**src/rtl/sdram_init_pkg.sv**
```systemverilog
package sdram_init_pkg;

  // Command encoding {cs_n, ras_n, cas_n, we_n}
  typedef enum logic [3:0] {
    CMD_INHIBIT = 4'b1111,
    CMD_NOP     = 4'b0111,
    CMD_PRECHG  = 4'b0010
  } sdram_cmd_e;

  typedef enum logic [2:0] {
    ST_HOLD  = 3'd0,
    ST_WAIT  = 3'd1,
    ST_PRECH = 3'd2,
    ST_TRP   = 3'd3,
    ST_READY = 3'd4
  } init_state_e;

endpackage

```
**src/rtl/init_delay_cnt.sv**
```systemverilog
module init_delay_cnt #(
  parameter int unsigned LIMIT = 16
) (
  input  logic clk,
  input  logic clr,
  input  logic en,
  output logic hit
);
  localparam int unsigned CW = (LIMIT < 2) ? 1 : $clog2(LIMIT + 1);
  localparam logic [CW-1:0] LAST = CW'(LIMIT - 1);

  logic [CW-1:0] cnt_q;

  assign hit = en && (cnt_q == LAST);

  always_ff @(posedge clk) begin
    if (clr || hit) cnt_q <= '0;
    else if (en)    cnt_q <= cnt_q + 1'b1;
  end
endmodule

```
**src/rtl/init_seq_fsm.sv**
```systemverilog
module init_seq_fsm
  import sdram_init_pkg::*;
(
  input  logic        clk,
  input  logic        rst,
  input  logic        clk_stable,
  input  logic        wait_hit,
  input  logic        trp_hit,
  output init_state_e state
);
  init_state_e state_d;

  always_comb begin
    state_d = state;
    unique case (state)
      ST_HOLD:  state_d = ST_WAIT;
      ST_WAIT:  if (wait_hit) state_d = ST_PRECH;
      ST_PRECH: state_d = ST_TRP;
      ST_TRP:   if (trp_hit) state_d = ST_READY;
      ST_READY: state_d = ST_READY;
      default:  state_d = ST_HOLD;
    endcase
    if (!clk_stable) state_d = ST_HOLD;
  end

  always_ff @(posedge clk) begin
    if (rst) state <= ST_HOLD;
    else     state <= state_d;
  end
endmodule

```
**src/rtl/init_cmd_out.sv**
```systemverilog
module init_cmd_out
  import sdram_init_pkg::*;
(
  input  init_state_e state,
  output logic [3:0]  cmd,
  output logic        a10,
  output logic        done
);
  always_comb begin
    cmd  = CMD_NOP;
    a10  = 1'b0;
    done = 1'b0;
    unique case (state)
      ST_HOLD:  cmd = CMD_INHIBIT;
      ST_PRECH: begin
        cmd = CMD_PRECHG;
        a10 = 1'b1;
      end
      ST_READY: done = 1'b1;
      default:  cmd = CMD_NOP;
    endcase
  end
endmodule

```
**src/rtl/sdram_pwrup_seq.sv**
```systemverilog
module sdram_pwrup_seq
  import sdram_init_pkg::*;
#(
  parameter int unsigned CLK_MHZ    = 133,
  parameter int unsigned WAIT_US    = 100,
  parameter int unsigned TRP_CYCLES = 3
) (
  input  logic       clk,
  input  logic       rst,
  input  logic       clk_stable,
  output logic [3:0] sdram_cmd,
  output logic       sdram_a10,
  output logic       init_done
);
  localparam int unsigned WAIT_CYCLES = CLK_MHZ * WAIT_US;
  localparam int unsigned TRP_EFF     = (TRP_CYCLES == 0) ? 1 : TRP_CYCLES;

  init_state_e state;
  logic        wait_hit;
  logic        trp_hit;

  init_seq_fsm u_fsm (
    .clk        (clk),
    .rst        (rst),
    .clk_stable (clk_stable),
    .wait_hit   (wait_hit),
    .trp_hit    (trp_hit),
    .state      (state)
  );

  init_delay_cnt #(.LIMIT(WAIT_CYCLES)) u_wait_cnt (
    .clk (clk),
    .clr (rst || state != ST_WAIT),
    .en  (state == ST_WAIT),
    .hit (wait_hit)
  );

  init_delay_cnt #(.LIMIT(TRP_EFF)) u_trp_cnt (
    .clk (clk),
    .clr (rst || state != ST_TRP),
    .en  (state == ST_TRP),
    .hit (trp_hit)
  );

  init_cmd_out u_out (
    .state (state),
    .cmd   (sdram_cmd),
    .a10   (sdram_a10),
    .done  (init_done)
  );
endmodule

```
**config.mk**
```make
export PLATFORM = sky130hd
export DESIGN_NAME = sdram_pwrup_seq
export DESIGN_NICKNAME = d
export VERILOG_FILES = /design/src/rtl/sdram_init_pkg.sv /design/src/rtl/init_delay_cnt.sv /design/src/rtl/init_seq_fsm.sv /design/src/rtl/init_cmd_out.sv /design/src/rtl/sdram_pwrup_seq.sv
export SDC_FILE = /design/constraint.sdc
export NUM_CORES = 1
export LEC_CHECK = 0
export ABC_AREA = 1
export BUFFER_PORTS_ARGS = -buffer_cell sky130_fd_sc_hd__buf_2
export CORE_ASPECT_RATIO = 0.75
export CORE_UTILIZATION = 55
export DETAILED_ROUTE_END_ITERATION = 8
export PLACE_DENSITY = 0.75
export SYNTH_ARGS = -nofsm -noshare
export SYNTH_HDL_FRONTEND = slang
export SYNTH_SLANG_ARGS = --single-unit
```
**constraint.sdc**
```tcl
create_clock -name clk -period 3.3 [get_ports clk]
set_input_delay 0.495 -clock clk [delete_from_list [all_inputs] [get_ports clk]]
set_output_delay 0.495 -clock clk [all_outputs]
set_load 0.02 [all_outputs]
```
# == Word-level counts from Yosys, hierarchy flattened ==
# Index checks and enable logic that the tools add are counted.
# word_totals
register_bits,19
output_inout_bits,6
word_cells,31
# classes
addsub,2
eq_ne,10
mux,6
n_bitwise,1
reduce_logical,9
# ops
cell,count
one-hot mux 3 bit (5 select lines),1
adder 14 x 1 -> 14 bit (second input constant),1
== test 14 bit (second input constant),1
one-hot mux 4 bit (2 select lines),1
== test 3 x 2 -> 1 bit (second input constant),2
2-to-1 mux 3 bit,2
logical OR 1 bit,4
inequality test 2 bit (second input constant),2
== test 3 x 1 -> 1 bit (second input constant),1
== test 3 bit (second input constant),1
logical NOT 3 bit,1
inequality test 3 x 1 -> 1 bit (second input constant),1
inequality test 3 x 2 -> 1 bit (second input constant),1
adder 2 x 1 -> 2 bit (second input constant),1
== test 2 bit (second input constant),1
logical AND 1 bit,2
2-to-1 mux 1 bit,2
AND reduction 2 bit,1
OR reduction 2 bit,1
inverter 1 bit,1

# == Depth between registers and ports, before layout ==
# Gate-level depths: netlist of the first run.
# logic_depth
word_depth,4
depth_mapped,9
mapped_depth_nobuf,9

# == Cells and area by module ==
# Synthesis of the first run repeated with hierarchy kept, for this count alone.
# unflattened
cells_unflattened,186
area_unflattened_um2,1197.4
# modules_own_cells
mod,n_inst,cells_each,area_per_inst_um2,seq_area_each_um2
init_delay_cnt at u_wait_cnt,1,121,820.8,280.3
init_seq_fsm,1,28,178.9,60.1
init_delay_cnt at u_trp_cnt,1,16,103.8,40.0
init_cmd_out,1,12,55.1,0.0
sdram_pwrup_seq,1,9,38.8,0.0

# == Least setup slack after synthesis of the first run ==
# OpenSTA, ideal clock, no wires.
# synth_timing
path_kind,reg-to-output
from,register u_fsm.state[2]
to,output sdram_cmd[2]
arrival_ps,1236
required_time_ps,2805
path_slack_ps,1569
stages_incl_launch_ff,6
path_buffers,1
cell_sequence,dfxtp_1 -> inv_2 -> nand2_1 -> nor2_1 -> inv_1 -> buf_4
# synth_via
elab_chain_len,2
elab_cells_between_ends,3
cone_classes,eq/ne: 1; mux: 1; reduce/logical: 1
# synth_lines
item,line,rtl
"start, declared",init_seq_fsm.sv:9,output init_state_e state
"start signal, assigned",init_seq_fsm.sv:28,else state <= state_d;
== test 3 x 2 -> 1 bit / logical NOT 3 bit (equally long branches),init_cmd_out.sv:13,unique case (state)
one-hot mux 4 bit (2 select lines) *,init_cmd_out.sv:13,
"end, declared",sdram_pwrup_seq.sv:11,"output logic [3:0] sdram_cmd,"
# Mark *: on every way between the ends. The rest lies on a longest branch, timed or not.

# == Worst setup path in the final report of the first run ==
# Ends and elaborated chain as after synthesis.

==> metrics.json, run 1 <==
{
  "outcome": {"value": "finished, final reports clean"},
  "place.detailed.hpwl": {"value": 1640, "unit": "microns"},
  "postSynthNetCount": {"value": 166},
  "grt_pass1_vias": {"value": 840},
  "totalNegativeSetupSlack": {"value": 0, "unit": "ns"},
  "slowest_delay": {"value": 0.35, "unit": "ns"},
  "wl_per_cell": {"value": 10.8, "unit": "microns"},
  "crit_arrival": {"value": 1.21, "unit": "ns"},
  "tritoncts": {"value": "yes"},
  "fmax": {"value": 585, "unit": "MHz"},
  "synth_register_bits": {"value": 19},
  "cp-startpoint": {"value": "u_fsm.state[2]"},
  "grt_antenna_before_repair": {"value": 0},
  "ys_async_sr_fraction": {"value": 0, "unit": "%"},
  "min-delay-path-class": {"value": "register to register"},
  "ys_warn_count": {"value": 0},
  "r2r.worst_path.cells": {"value": 8},
  "data_required_time_of_the_worst_path": {"value": 2.80, "unit": "ns"},
  "finalHoldViolCount": {"value": 0},
  "detail_route.drc_violations": {"value": 0},
  "final.setup_skew": {"value": 0.000892, "unit": "ns"},
  "floorplan.initialDensity": {"value": 59.3, "unit": "%"},
  "worst_setup_path_end_kind": {"value": "primary output"},
  "vias_per_cell": {"value": 4.99},
  "final-setup-viol-count": {"value": 0},
  "total_leakage_power": {"value": 0.478, "unit": "nW"},
  "fin_cells": {"value": 192},
  "clock-root-buffer": {"value": "sky130_fd_sc_hd__clkbuf_4"},
  "layout_common_cells": {"value": "40 x sky130_fd_sc_hd__nand2_1, 31 x sky130_fd_sc_hd__nor2_1, 27 x sky130_fd_sc_hd__inv_1"},
  "gpl.final_weighted_congestion": {"value": 0.861},
  "synth_seq_area_share": {"value": 36.5, "unit": "%"},
  "cts_resized": {"value": 0},
  "maximum_number_of_pins_on_one_net_before_global_route_repair": {"value": 12},
  "cts_hold_repair.buffers": {"value": 0},
  "clock_transition_at_the_register_clock_pins_on_the_worst_setup_and_hold_paths_after_cts": {"value": 0.11, "unit": "ns"},
  "timing.final.crit_period": {"value": 1.71, "unit": "ns"},
  "synth_enable_flop_cells": {"value": 0},
  "die_h": {"value": 39.7, "unit": "microns"},
  "fraction_of_final_layout_cells_with_drive_strength_greater_than_1": {"value": 12.4, "unit": "%"},
  "clkSinkCount": {"value": 19},
  "port-buffer-count": {"value": 7},
  "maxSlewViolCount": {"value": 0},
  "cap_violations": {"value": 0},
  "drt_wl_total": {"value": 2070, "unit": "microns"},
  "irDropWorstVdd": {"value": 337, "unit": "uV"},
  "dpl.cell_count": {"value": 188},
  "layout.cells.most_common": {"value": "sky130_fd_sc_hd__nand2_1"},
  "grt_remaining_overflow": {"value": 0},
  "rsz_0062_raised_after_global_routing": {"value": "no"},
  "post_synth_inst_count": {"value": 161},
  "postCtsSetupBuffers": {"value": 0},
  "path_cells": {"value": "inv_2, nand2_1, nor2_1, inv_1, buf_2"},
  "nets": {"value": 176},
  "ioPinCount": {"value": 9},
  "placement_rows": {"value": 13},
  "post_synth.cell_area_avg": {"value": 6.47, "unit": "sq um"},
  "count_of_antenna_diodes_in_the_layout": {"value": 0},
  "cp_slowest_cell": {"value": "sky130_fd_sc_hd__dfxtp_1"},
  "clock_latency": {"value": 0.30, "unit": "ns"},
  "ys.flop_type": {"value": "sky130_fd_sc_hd__dfxtp_1"},
  "route.antenna.remaining_nets": {"value": 0},
  "cell_area_after_placement": {"value": 0.00109, "unit": "sq mm"},
  "max-clock-path-buffers": {"value": 2},
  "synth_top_cell_area_share": {"value": 36.5, "unit": "%"},
  "startpoint_type": {"value": "register"},
  "r2r-start": {"value": "u_wait_cnt.cnt_q[0]"},
  "synthDominantAreaCellType": {"value": "sky130_fd_sc_hd__dfxtp_1"},
  "dr.first_iter.drc_count": {"value": 16},
  "worst-r2r-setup-slack": {"value": 1.92, "unit": "ns"},
  "r2r-end": {"value": "u_wait_cnt.cnt_q[12]"},
  "cts-buffers-inserted": {"value": 3},
  "yosysUniqueCellTypes": {"value": 22},
  "critical_path.endpoint": {"value": "sdram_cmd[2]"},
  "drt_first_pass_iters": {"value": 4},
  "power.density_cell_area": {"value": 338, "unit": "mW/mm^2"},
  "finalCritPeriodShare": {"value": 51.8, "unit": "%"},
  "first_pass_grt_wire_length": {"value": 3580, "unit": "microns"},
  "layout-area-overhead-vs-synth": {"value": 7.21, "unit": "%"},
  "placeableCoreArea": {"value": 0.00176, "unit": "sq mm"},
  "mappedNetlistArea": {"value": 0.00104, "unit": "sq mm"},
  "finish.instance_area": {"value": 0.00112, "unit": "sq mm"},
  "critical_path_peak_fanout": {"value": 5},
  "htree_num_levels": {"value": 1},
  "yosys-top-cells-area": {"value": "sky130_fd_sc_hd__dfxtp_1 37%, sky130_fd_sc_hd__nand2_1 14%, sky130_fd_sc_hd__nor2_1 11%"},
  "floorplan.die_area": {"value": 0.00207, "unit": "sq mm"},
  "die_width": {"value": 52.2, "unit": "microns"},
  "worst-setup-path-type": {"value": "register to primary output"},
  "vias": {"value": 958},
  "gr-usage-all-layers": {"value": 24.9, "unit": "%"}
}
==> sequential cells by signal (all words and copies together) (netlist names) <==
signal / cells
u_wait_cnt.cnt_q: 14
u_fsm.state: 3
u_trp_cnt.cnt_q: 2
==> synth_stat cells (all sizes together) (2+ instances only) <==
cell type	count
o21bai	2
inv	31
ha	2
a21oi	3
or2	2
nor3	5
nand4	6
nor2	33
nand2	41
nand3	10
o21ai	2
buf	2
dfxtp	19
==> through the flow <==
stage                     power, mW  setup slack (ns)  hold slack, ns  utilization, %
final                         0.377              1.59           0.415            63.5
after floorplan               0.257              1.57           0.392               -
after global placement        0.261              1.98           0.399            62.0
after CTS                     0.378              1.59           0.418            63.5
after detailed placement      0.261              1.93           0.402            62.0
after global routing          0.393              1.45           0.419            63.5
==> worst max-delay path, delay by kind of cell (launching register included) <==
family        cells  cell delay, ns
buf+inv           3            0.35
flops             1            0.35
simple gates      2            0.22
==> power by group <==
group | switching (mW) | internal [mW]
logic | 0.0162 | 0.00722
clock network | 0.0756 | 0.0452
registers | 0.00175 | 0.231
==> layer usage <==
layer  routed length (microns)  up-vias  global-route usage (%)  share of wire [%]
li1                          -      509                       -                  -
met1                      1070      424                    34.4                 52
met2                       869       23                    37.2                 42
met3                       110        2                    8.14                5.3
met4                        14        0                    5.92               0.68
met5                         0        -                       0                  0
==> final cells by class <==
class	count	area [sq um]
multi-input combinational	109	529
clock inverter	1	5.00
timing repair buffer	7	35.0
sequential	19	380
tap	22	27.5
fill	172	641
inverter	31	116
clock buffer	3	22.5
==> worst min-delay path by stage <==
stage                            start  slack (ns)                  to  depth (start not counted)
finish              u_trp_cnt.cnt_q[0]        0.42  u_trp_cnt.cnt_q[0]                          1
global route                clk_stable        0.42      u_fsm.state[2]                          3
CTS                 u_trp_cnt.cnt_q[0]        0.42  u_trp_cnt.cnt_q[0]                          1
detailed placement  u_trp_cnt.cnt_q[0]        0.40  u_trp_cnt.cnt_q[0]                          1
global placement    u_trp_cnt.cnt_q[0]        0.40  u_trp_cnt.cnt_q[0]                          1
floorplan           u_trp_cnt.cnt_q[0]        0.39  u_trp_cnt.cnt_q[0]                          1
==> logic make-up (layout without fill, tap and decap cells) <==
| logic type | after synthesis | count (layout) | synth area share (%) |
|---|---|---|---|
| and+or+nand+nor | 98 | 98 | 43.4 |
| adders and majority gates | 2 | 2 | 2.40 |
| buffers and inverters | 33 | 42 | 12.6 |
| xor gates and xnor gates | 1 | 1 | 0.841 |
| DFF | 19 | 19 | 36.5 |
| other | 1 | 1 | 0.360 |
| AOI/OAI and AO/OA | 7 | 7 | 3.85 |
Power figures use the tool's default switching activity.
==> run 2: changes to the inputs <==
--- a/config.mk
+++ b/config.mk
@@ -5,12 +5,11 @@
 export SDC_FILE = /design/constraint.sdc
 export NUM_CORES = 1
 export LEC_CHECK = 0
-export ABC_AREA = 1
+export ABC_AREA = 0
 export BUFFER_PORTS_ARGS = -buffer_cell sky130_fd_sc_hd__buf_2
-export CORE_ASPECT_RATIO = 0.75
 export CORE_UTILIZATION = 55
 export DETAILED_ROUTE_END_ITERATION = 8
-export PLACE_DENSITY = 0.75
+export PLACE_DENSITY = 0.76
 export SYNTH_ARGS = -nofsm -noshare
 export SYNTH_HDL_FRONTEND = slang
 export SYNTH_SLANG_ARGS = --single-unit
==> constraint.sdc (replaced) <==
create_clock -name clk -period 1.6 [get_ports clk]
set_input_delay 0.24 -clock clk [delete_from_list [all_inputs] [get_ports clk]]
set_output_delay 0.24 -clock clk [all_outputs]
set_load 0.02 [all_outputs]
==> run 2 against run 1 <==
Effect of this change: flip-flop and latch count unchanged; global-route usage shrank 1.8 points; combinational power grew to 2.5 times the previous value; sequential share of layout area rose by 0.16 points; via count fell by 17%; the flow now finishes with violations (negative setup slack); critical path depth down 1; cell area up 2.5%; clock skew grew 0.0012 ns; sequential power rose by 110%; worst hold slack got worse by 0.28 ns; synthesized cell count is 37% lower.
==> metrics.json, run 2 <==
{
  "total_leakage_power": {"value": 0.408, "unit": "nW"},
  "tritoncts": {"value": "yes"},
  "fraction_of_final_layout_cells_with_drive_strength_greater_than_1": {"value": 38.6, "unit": "%"},
  "synthTopCellsByCount": {"value": "19 x sky130_fd_sc_hd__dfxtp_1, 17 x sky130_fd_sc_hd__nor2_1, 9 x sky130_fd_sc_hd__xnor2_1"},
  "totalNegativeSetupSlack": {"value": -0.128, "unit": "ns"},
  "maxSlewViolCount": {"value": 0},
  "grt_pass1_vias": {"value": 726},
  "detail_route.drc_violations": {"value": 0},
  "irDropWorstVdd": {"value": 569, "unit": "uV"},
  "startpoint_type": {"value": "register"},
  "cap_violations": {"value": 0},
  "final.setup_skew": {"value": 0.00204, "unit": "ns"},
  "yosys-top-cells-area": {"value": "sky130_fd_sc_hd__dfxtp_1 43%, sky130_fd_sc_hd__xnor2_1 9.0%, sky130_fd_sc_hd__nor2_1 7.3%"},
  "top_register": {"value": "u_wait_cnt.cnt_q"},
  "synth_top_cell_area_share": {"value": 43.5, "unit": "%"},
  "fin_cells": {"value": 143},
  "clock_transition_at_the_register_clock_pins_on_the_worst_setup_and_hold_paths_after_cts": {"value": 0.11, "unit": "ns"},
  "layout.cells.most_common": {"value": "sky130_fd_sc_hd__buf_4"},
  "path_cells": {"value": "or3b_4, or3_4, or4_4, a21oi_2"},
  "layout-area-overhead-vs-synth": {"value": 30.8, "unit": "%"},
  "wl_per_cell": {"value": 13.4, "unit": "microns"},
  "dr.first_iter.drc_count": {"value": 32},
  "ys.flop_type": {"value": "sky130_fd_sc_hd__dfxtp_1"},
  "ys_async_sr_fraction": {"value": 0, "unit": "%"},
  "min-delay-path-class": {"value": "input port to register"},
  "largest_register_ffs": {"value": 14},
  "nets": {"value": 133},
  "max-clock-path-buffers": {"value": 2},
  "floorplan.initialDensity": {"value": 58.7, "unit": "%"},
  "finalHoldViolCount": {"value": 0},
  "clkSinkCount": {"value": 19},
  "gpl.final_weighted_congestion": {"value": 0.837},
  "rsz_0062_raised_after_global_routing": {"value": "yes"},
  "htree_num_levels": {"value": 1},
  "dpl.cell_count": {"value": 138},
  "die_h": {"value": 41.9, "unit": "microns"},
  "final_core_util": {"value": 76.8, "unit": "%"},
  "finalCritPeriodShare": {"value": 108, "unit": "%"},
  "grt_remaining_overflow": {"value": 0},
  "worst_setup_path_end_kind": {"value": "register"},
  "vias_per_cell": {"value": 5.58},
  "cp_slowest_cell": {"value": "sky130_fd_sc_hd__or4_4"},
  "final-setup-viol-count": {"value": 1},
  "worst-path-buf-inv": {"value": 0},
  "total_power": {"value": 783, "unit": "uW"},
  "placement_rows": {"value": 14},
  "worst-setup-path-type": {"value": "register to register"},
  "drt_wl_total": {"value": 1920, "unit": "microns"},
  "floorplan.die_area": {"value": 0.00175, "unit": "sq mm"},
  "path_delay_family": {"value": "simple AND/OR/NAND/NOR gates"},
  "ioPinCount": {"value": 9},
  "synth_enable_flop_cells": {"value": 0},
  "post_synth.cell_area_avg": {"value": 8.66, "unit": "sq um"},
  "placeableCoreArea": {"value": 0.00149, "unit": "sq mm"},
  "final.setup.worst_slack": {"value": -0.128, "unit": "ns"},
  "count_of_antenna_diodes_in_the_layout": {"value": 0},
  "dpl_worst_slack": {"value": -0.0711, "unit": "ns"},
  "reg_top3": {"value": "u_wait_cnt.cnt_q x14, u_fsm.state x3, u_trp_cnt.cnt_q x2"},
  "crit_arrival": {"value": 1.97, "unit": "ns"},
  "data_required_time_of_the_worst_path": {"value": 1.85, "unit": "ns"},
  "maximum_number_of_pins_on_one_net_before_global_route_repair": {"value": 15},
  "place.detailed.hpwl": {"value": 1350, "unit": "microns"},
  "die_width": {"value": 41.9, "unit": "microns"},
  "ys_warn_count": {"value": 0},
  "yosysUniqueCellTypes": {"value": 29},
  "outcome": {"value": "finished with violations"},
  "fmax": {"value": 579, "unit": "MHz"},
  "power.density_cell_area": {"value": 685, "unit": "mW/mm^2"},
  "failed_checks": {"value": "negative setup slack"},
  "timing.final.crit_period": {"value": 1.73, "unit": "ns"},
  "yosys.cell_count.top_type": {"value": "sky130_fd_sc_hd__dfxtp_1"},
  "mappedNetlistArea": {"value": 875, "unit": "sq um"},
  "first_pass_grt_wire_length": {"value": 3040, "unit": "microns"},
  "postSynthNetCount": {"value": 106},
  "route.antenna.remaining_nets": {"value": 0},
  "slowest_delay": {"value": 0.43, "unit": "ns"},
  "synthDominantAreaCellType": {"value": "sky130_fd_sc_hd__dfxtp_1"},
  "synth_register_bits": {"value": 19},
  "gr-usage-all-layers": {"value": 23.1, "unit": "%"},
  "cts-buffers-inserted": {"value": 3},
  "vias": {"value": 798},
  "synth_seq_area_share": {"value": 43.5, "unit": "%"},
  "layout_common_cells": {"value": "18 x sky130_fd_sc_hd__buf_4, 17 x sky130_fd_sc_hd__nor2_1, 10 x sky130_fd_sc_hd__dfxtp_1"},
  "post_synth_inst_count": {"value": 101},
  "drt_first_pass_iters": {"value": 6},
  "grt_antenna_before_repair": {"value": 0},
  "port-buffer-count": {"value": 7},
  "clock_latency": {"value": 0.30, "unit": "ns"},
  "critical_path_peak_fanout": {"value": 2},
  "clock-root-buffer": {"value": "sky130_fd_sc_hd__clkbuf_4"},
  "cts_hold_repair.buffers": {"value": 0}
}
-- run 2: through the flow --
step                hold WS, ns  instance area (sq um)
floorplan                 0.317                    885
global placement          0.408                   1060
detailed placement        0.421                   1060
CTS                       0.128                   1110
global route              0.145                   1140
finish                    0.135                   1140
-- run 2: area by class of cell --
cell class | instances | area (sq um)
Clock buffer | 3 | 22.5
Clock inverter | 1 | 5.00
Fill cell | 109 | 345
Inverter | 6 | 22.5
Multi-Input combinational cell | 72 | 492
Sequential cell | 19 | 392
Tap cell | 16 | 20.0
Timing Repair Buffer | 26 | 190
-- run 2: cells by family after synthesis --
kind of cell             synth area share [%]
flip-flops                               43.5
XOR/XNOR                                 11.0
adder cells (fa/ha/maj)                  2.86
other                                   0.429
buffers and inverters                    5.29
AND/OR/NAND/NOR                          33.2
AO/OA/AOI/OAI                            3.72
-- run 2: metal layers --
| metal | routed length, microns | up-vias | share of wire [%] | GRT usage, % |
|---|---|---|---|---|
| li1 | - | 399 | - | - |
| met1 | 892 | 360 | 47 | 27.4 |
| met2 | 863 | 28 | 45 | 37.5 |
| met3 | 75 | 11 | 3.9 | 3.48 |
| met4 | 87 | 0 | 4.5 | 16.8 |
| met5 | 0 | - | 0 | 0 |
-- run 2: worst paths after layout --
path                       from                   end  slack, ns  depth (start not counted)
max              u_fsm.state[2]  u_wait_cnt.cnt_q[13]      -0.13                          4
min                         rst    u_trp_cnt.cnt_q[1]       0.13                          2
max reg2reg      u_fsm.state[2]  u_wait_cnt.cnt_q[13]      -0.13                          4
min reg2reg  u_trp_cnt.cnt_q[0]    u_trp_cnt.cnt_q[0]       0.43                          1
-- run 2: where the power goes --
group          leakage [nW]  internal [mW]  switching (mW)
combinational         0.233         0.0259          0.0335
sequential            0.158          0.477         0.00264
clock                0.0177         0.0932           0.151
-- run 2: what timing repair did --
action                                  4_1_cts  5_1_grt
cloned                                        0        0
pin swaps                                     2        1
buffers inserted                              1        0
resized for setup                             4       10
endpoints found under the setup margin       14       14
==> run 3: changes to the inputs <==
==> constraint.sdc (replaced) <==
create_clock -name clk -period 1.6 [get_ports clk]
set_input_delay 0.24 -clock clk [delete_from_list [all_inputs] [get_ports clk]]
set_output_delay 0.24 -clock clk [all_outputs]
set_load 0.05 [all_outputs]
==> run 3 against run 2 <==
Effect of this change: the run still ends with negative setup slack left; power grew 3.2%; combinational power up 32%; routed wire length rose by 3.5%; sequential share of layout area shrank 1.6 points.
==> metrics.json, run 3 (synthesis gave the netlist of run 2 again) <==
{
  "dpl_worst_slack": {"value": -0.0712, "unit": "ns"},
  "data_required_time_of_the_worst_path": {"value": 1.85, "unit": "ns"},
  "grt_remaining_overflow": {"value": 0},
  "top_register": {"value": "u_wait_cnt.cnt_q"},
  "routed-wl-met3": {"value": 84, "unit": "microns"},
  "finish.instance_area": {"value": 0.00119, "unit": "sq mm"},
  "ioPinCount": {"value": 9},
  "drt_first_pass_iters": {"value": 4},
  "multiInputGateArea": {"value": 541, "unit": "sq um"},
  "count_of_antenna_diodes_in_the_layout": {"value": 0},
  "maxSlewViolCount": {"value": 0},
  "drt_wl_total": {"value": 1990, "unit": "microns"},
  "wl_met1": {"value": 933, "unit": "microns"},
  "final.setup_skew": {"value": 0.00328, "unit": "ns"},
  "maximum_number_of_pins_on_one_net_before_global_route_repair": {"value": 12},
  "failed_checks": {"value": "negative setup slack"},
  "cell_area_after_placement": {"value": 0.00106, "unit": "sq mm"},
  "wl_per_cell": {"value": 13.9, "unit": "microns"},
  "final.setup.worst_slack": {"value": -0.101, "unit": "ns"},
  "port-buffer-count": {"value": 7},
  "tritoncts": {"value": "yes"},
  "crit_arrival": {"value": 1.95, "unit": "ns"},
  "cp_slowest_cell": {"value": "sky130_fd_sc_hd__or4_1"},
  "irDropWorstVdd": {"value": 608, "unit": "uV"},
  "htree_num_levels": {"value": 1},
  "nFillCells": {"value": 96},
  "die_width": {"value": 41.9, "unit": "microns"},
  "first_pass_grt_wire_length": {"value": 2860, "unit": "microns"},
  "r2r-end": {"value": "u_wait_cnt.cnt_q[13]"},
  "layout.cells.most_common": {"value": "sky130_fd_sc_hd__buf_4"},
  "cap_violations": {"value": 0},
  "critical_path_peak_fanout": {"value": 2},
  "regArea": {"value": 388, "unit": "sq um"},
  "clock_transition_at_the_register_clock_pins_on_the_worst_setup_and_hold_paths_after_cts": {"value": 0.11, "unit": "ns"},
  "path_cells": {"value": "or3b_4, or3_4, or4_1, a21oi_1"},
  "slowest_delay": {"value": 0.41, "unit": "ns"},
  "layout_common_cells": {"value": "18 x sky130_fd_sc_hd__buf_4, 13 x sky130_fd_sc_hd__dfxtp_1, 9 x sky130_fd_sc_hd__xnor2_1"},
  "finalCritPeriodShare": {"value": 106, "unit": "%"},
  "wl_met2": {"value": 927, "unit": "microns"},
  "gpl.final_weighted_congestion": {"value": 0.864},
  "floorplan.initialDensity": {"value": 58.7, "unit": "%"},
  "worst_setup_path_end_kind": {"value": "register"},
  "dr.first_iter.drc_count": {"value": 36},
  "clock_latency": {"value": 0.31, "unit": "ns"},
  "reg_top3": {"value": "u_wait_cnt.cnt_q x14, u_fsm.state x3, u_trp_cnt.cnt_q x2"},
  "route.antenna.remaining_nets": {"value": 0},
  "total_power": {"value": 808, "unit": "uW"},
  "postCtsSetupBuffers": {"value": 0},
  "r2r-start": {"value": "u_fsm.state[2]"},
  "hold_start": {"value": "rst"},
  "worst-setup-path-type": {"value": "register to register"},
  "max-clock-path-buffers": {"value": 2},
  "r2r.worst_path.cells": {"value": 4},
  "worstHoldPathCells": {"value": 2},
  "clock-root-buffer": {"value": "sky130_fd_sc_hd__clkbuf_4"},
  "grt_antenna_before_repair": {"value": 0},
  "placement_rows": {"value": 14},
  "total_leakage_power": {"value": 0.396, "unit": "nW"},
  "die_h": {"value": 41.9, "unit": "microns"},
  "rsz_0062_raised_after_global_routing": {"value": "yes"},
  "layout-area-overhead-vs-synth": {"value": 36.1, "unit": "%"},
  "placeableCoreArea": {"value": 0.00149, "unit": "sq mm"},
  "min-delay-path-class": {"value": "input port to register"},
  "largest_register_ffs": {"value": 14},
  "fraction_of_final_layout_cells_with_drive_strength_greater_than_1": {"value": 46.5, "unit": "%"},
  "nets": {"value": 133},
  "holdPathEnd": {"value": "u_trp_cnt.cnt_q[0]"},
  "outcome": {"value": "finished with violations"},
  "vias_per_cell": {"value": 5.76},
  "place.detailed.hpwl": {"value": 1320, "unit": "microns"},
  "detail_route.drc_violations": {"value": 0},
  "vias": {"value": 823},
  "cts-buffers-inserted": {"value": 3},
  "fin_cells": {"value": 143},
  "grt_pass1_vias": {"value": 711},
  "clkSinkCount": {"value": 19},
  "power.density_cell_area": {"value": 679, "unit": "mW/mm^2"},
  "finalHoldViolCount": {"value": 0},
  "dpl.cell_count": {"value": 139},
  "floorplan.die_area": {"value": 0.00175, "unit": "sq mm"},
  "final-setup-viol-count": {"value": 14},
  "timing.final.crit_period": {"value": 1.70, "unit": "ns"},
  "gr-usage-all-layers": {"value": 21.4, "unit": "%"},
  "totalNegativeSetupSlack": {"value": -0.526, "unit": "ns"},
  "fmax": {"value": 588, "unit": "MHz"},
  "highest-signal-layer": {"value": "met4"},
  "startpoint_type": {"value": "register"},
  "worst-r2r-setup-slack": {"value": -0.10, "unit": "ns"}
}
run 3: changes by cell type in the layout (fill, tap and decap cells not counted), moves of 3 or more:
cell and change:
sky130_fd_sc_hd__nor2_1 -10, sky130_fd_sc_hd__nor2_2 +8, sky130_fd_sc_hd__nor4_1 -3, sky130_fd_sc_hd__dfxtp_2 -3, sky130_fd_sc_hd__nor4_2 +3, sky130_fd_sc_hd__dfxtp_1 +3
run 3: metal layers:
metal  up-vias  GRT usage (%)
met4         0           11.6
met2        28           35.0
met3         7           2.61
met5         -              0
li1        397              -
met1       391           27.4
run 3: worst max-delay path, delay by kind of cell (launching register included):
family           cells  cell delay, ns
AND/OR/NAND/NOR      3            1.18
AO/OA/AOI/OAI        1            0.13
flip-flops           1            0.34
run 3: report_power, final:
| group | leakage [nW] | total (mW) | switching (mW) | internal, mW |
|---|---|---|---|---|
| Sequential | 0.156 | 0.480 | 0.00249 | 0.477 |
| Combinational | 0.222 | 0.0783 | 0.0511 | 0.0272 |
| Clock | 0.0177 | 0.250 | 0.157 | 0.0936 |
run 3: how the worst max path moves through the flow:
stage / startpoint / endpoint / slack [ns]
2_1_floorplan: u_fsm.state[0] / u_wait_cnt.cnt_q[13] / -0.09
3_3_place_gp: u_fsm.state[2] / u_wait_cnt.cnt_q[13] / -0.04
3_5_place_dp: u_fsm.state[2] / u_wait_cnt.cnt_q[13] / -0.07
4_1_cts: u_fsm.state[2] / u_wait_cnt.cnt_q[13] / -0.09
5_1_grt: u_fsm.state[2] / u_wait_cnt.cnt_q[13] / -0.11
6_report: u_fsm.state[2] / u_wait_cnt.cnt_q[13] / -0.10
run 3: area by class of cell:
type | count | share of cell area [%]
clock buffer | 3 | 1.89
clock inverter | 1 | 0.421
inverter | 6 | 2.21
multi-input combinational | 72 | 45.4
sequential | 19 | 32.6
tap | 16 | 1.68
timing repair buffer | 26 | 15.8
run 3: per-stage QoR:
stage	hold WS, ns	utilization (%)
floorplan	0.317	-
global placement	0.407	71.4
detailed placement	0.423	71.4
CTS	0.122	73.7
global route	0.127	79.9
finish	0.126	79.9
run 3: timing repair:
item / CTS / global route
gates resized for setup: 2 / 25
setup endpoints to repair: 15 / 15
pin swaps: 0 / 10
hold buffers: 0 / 0
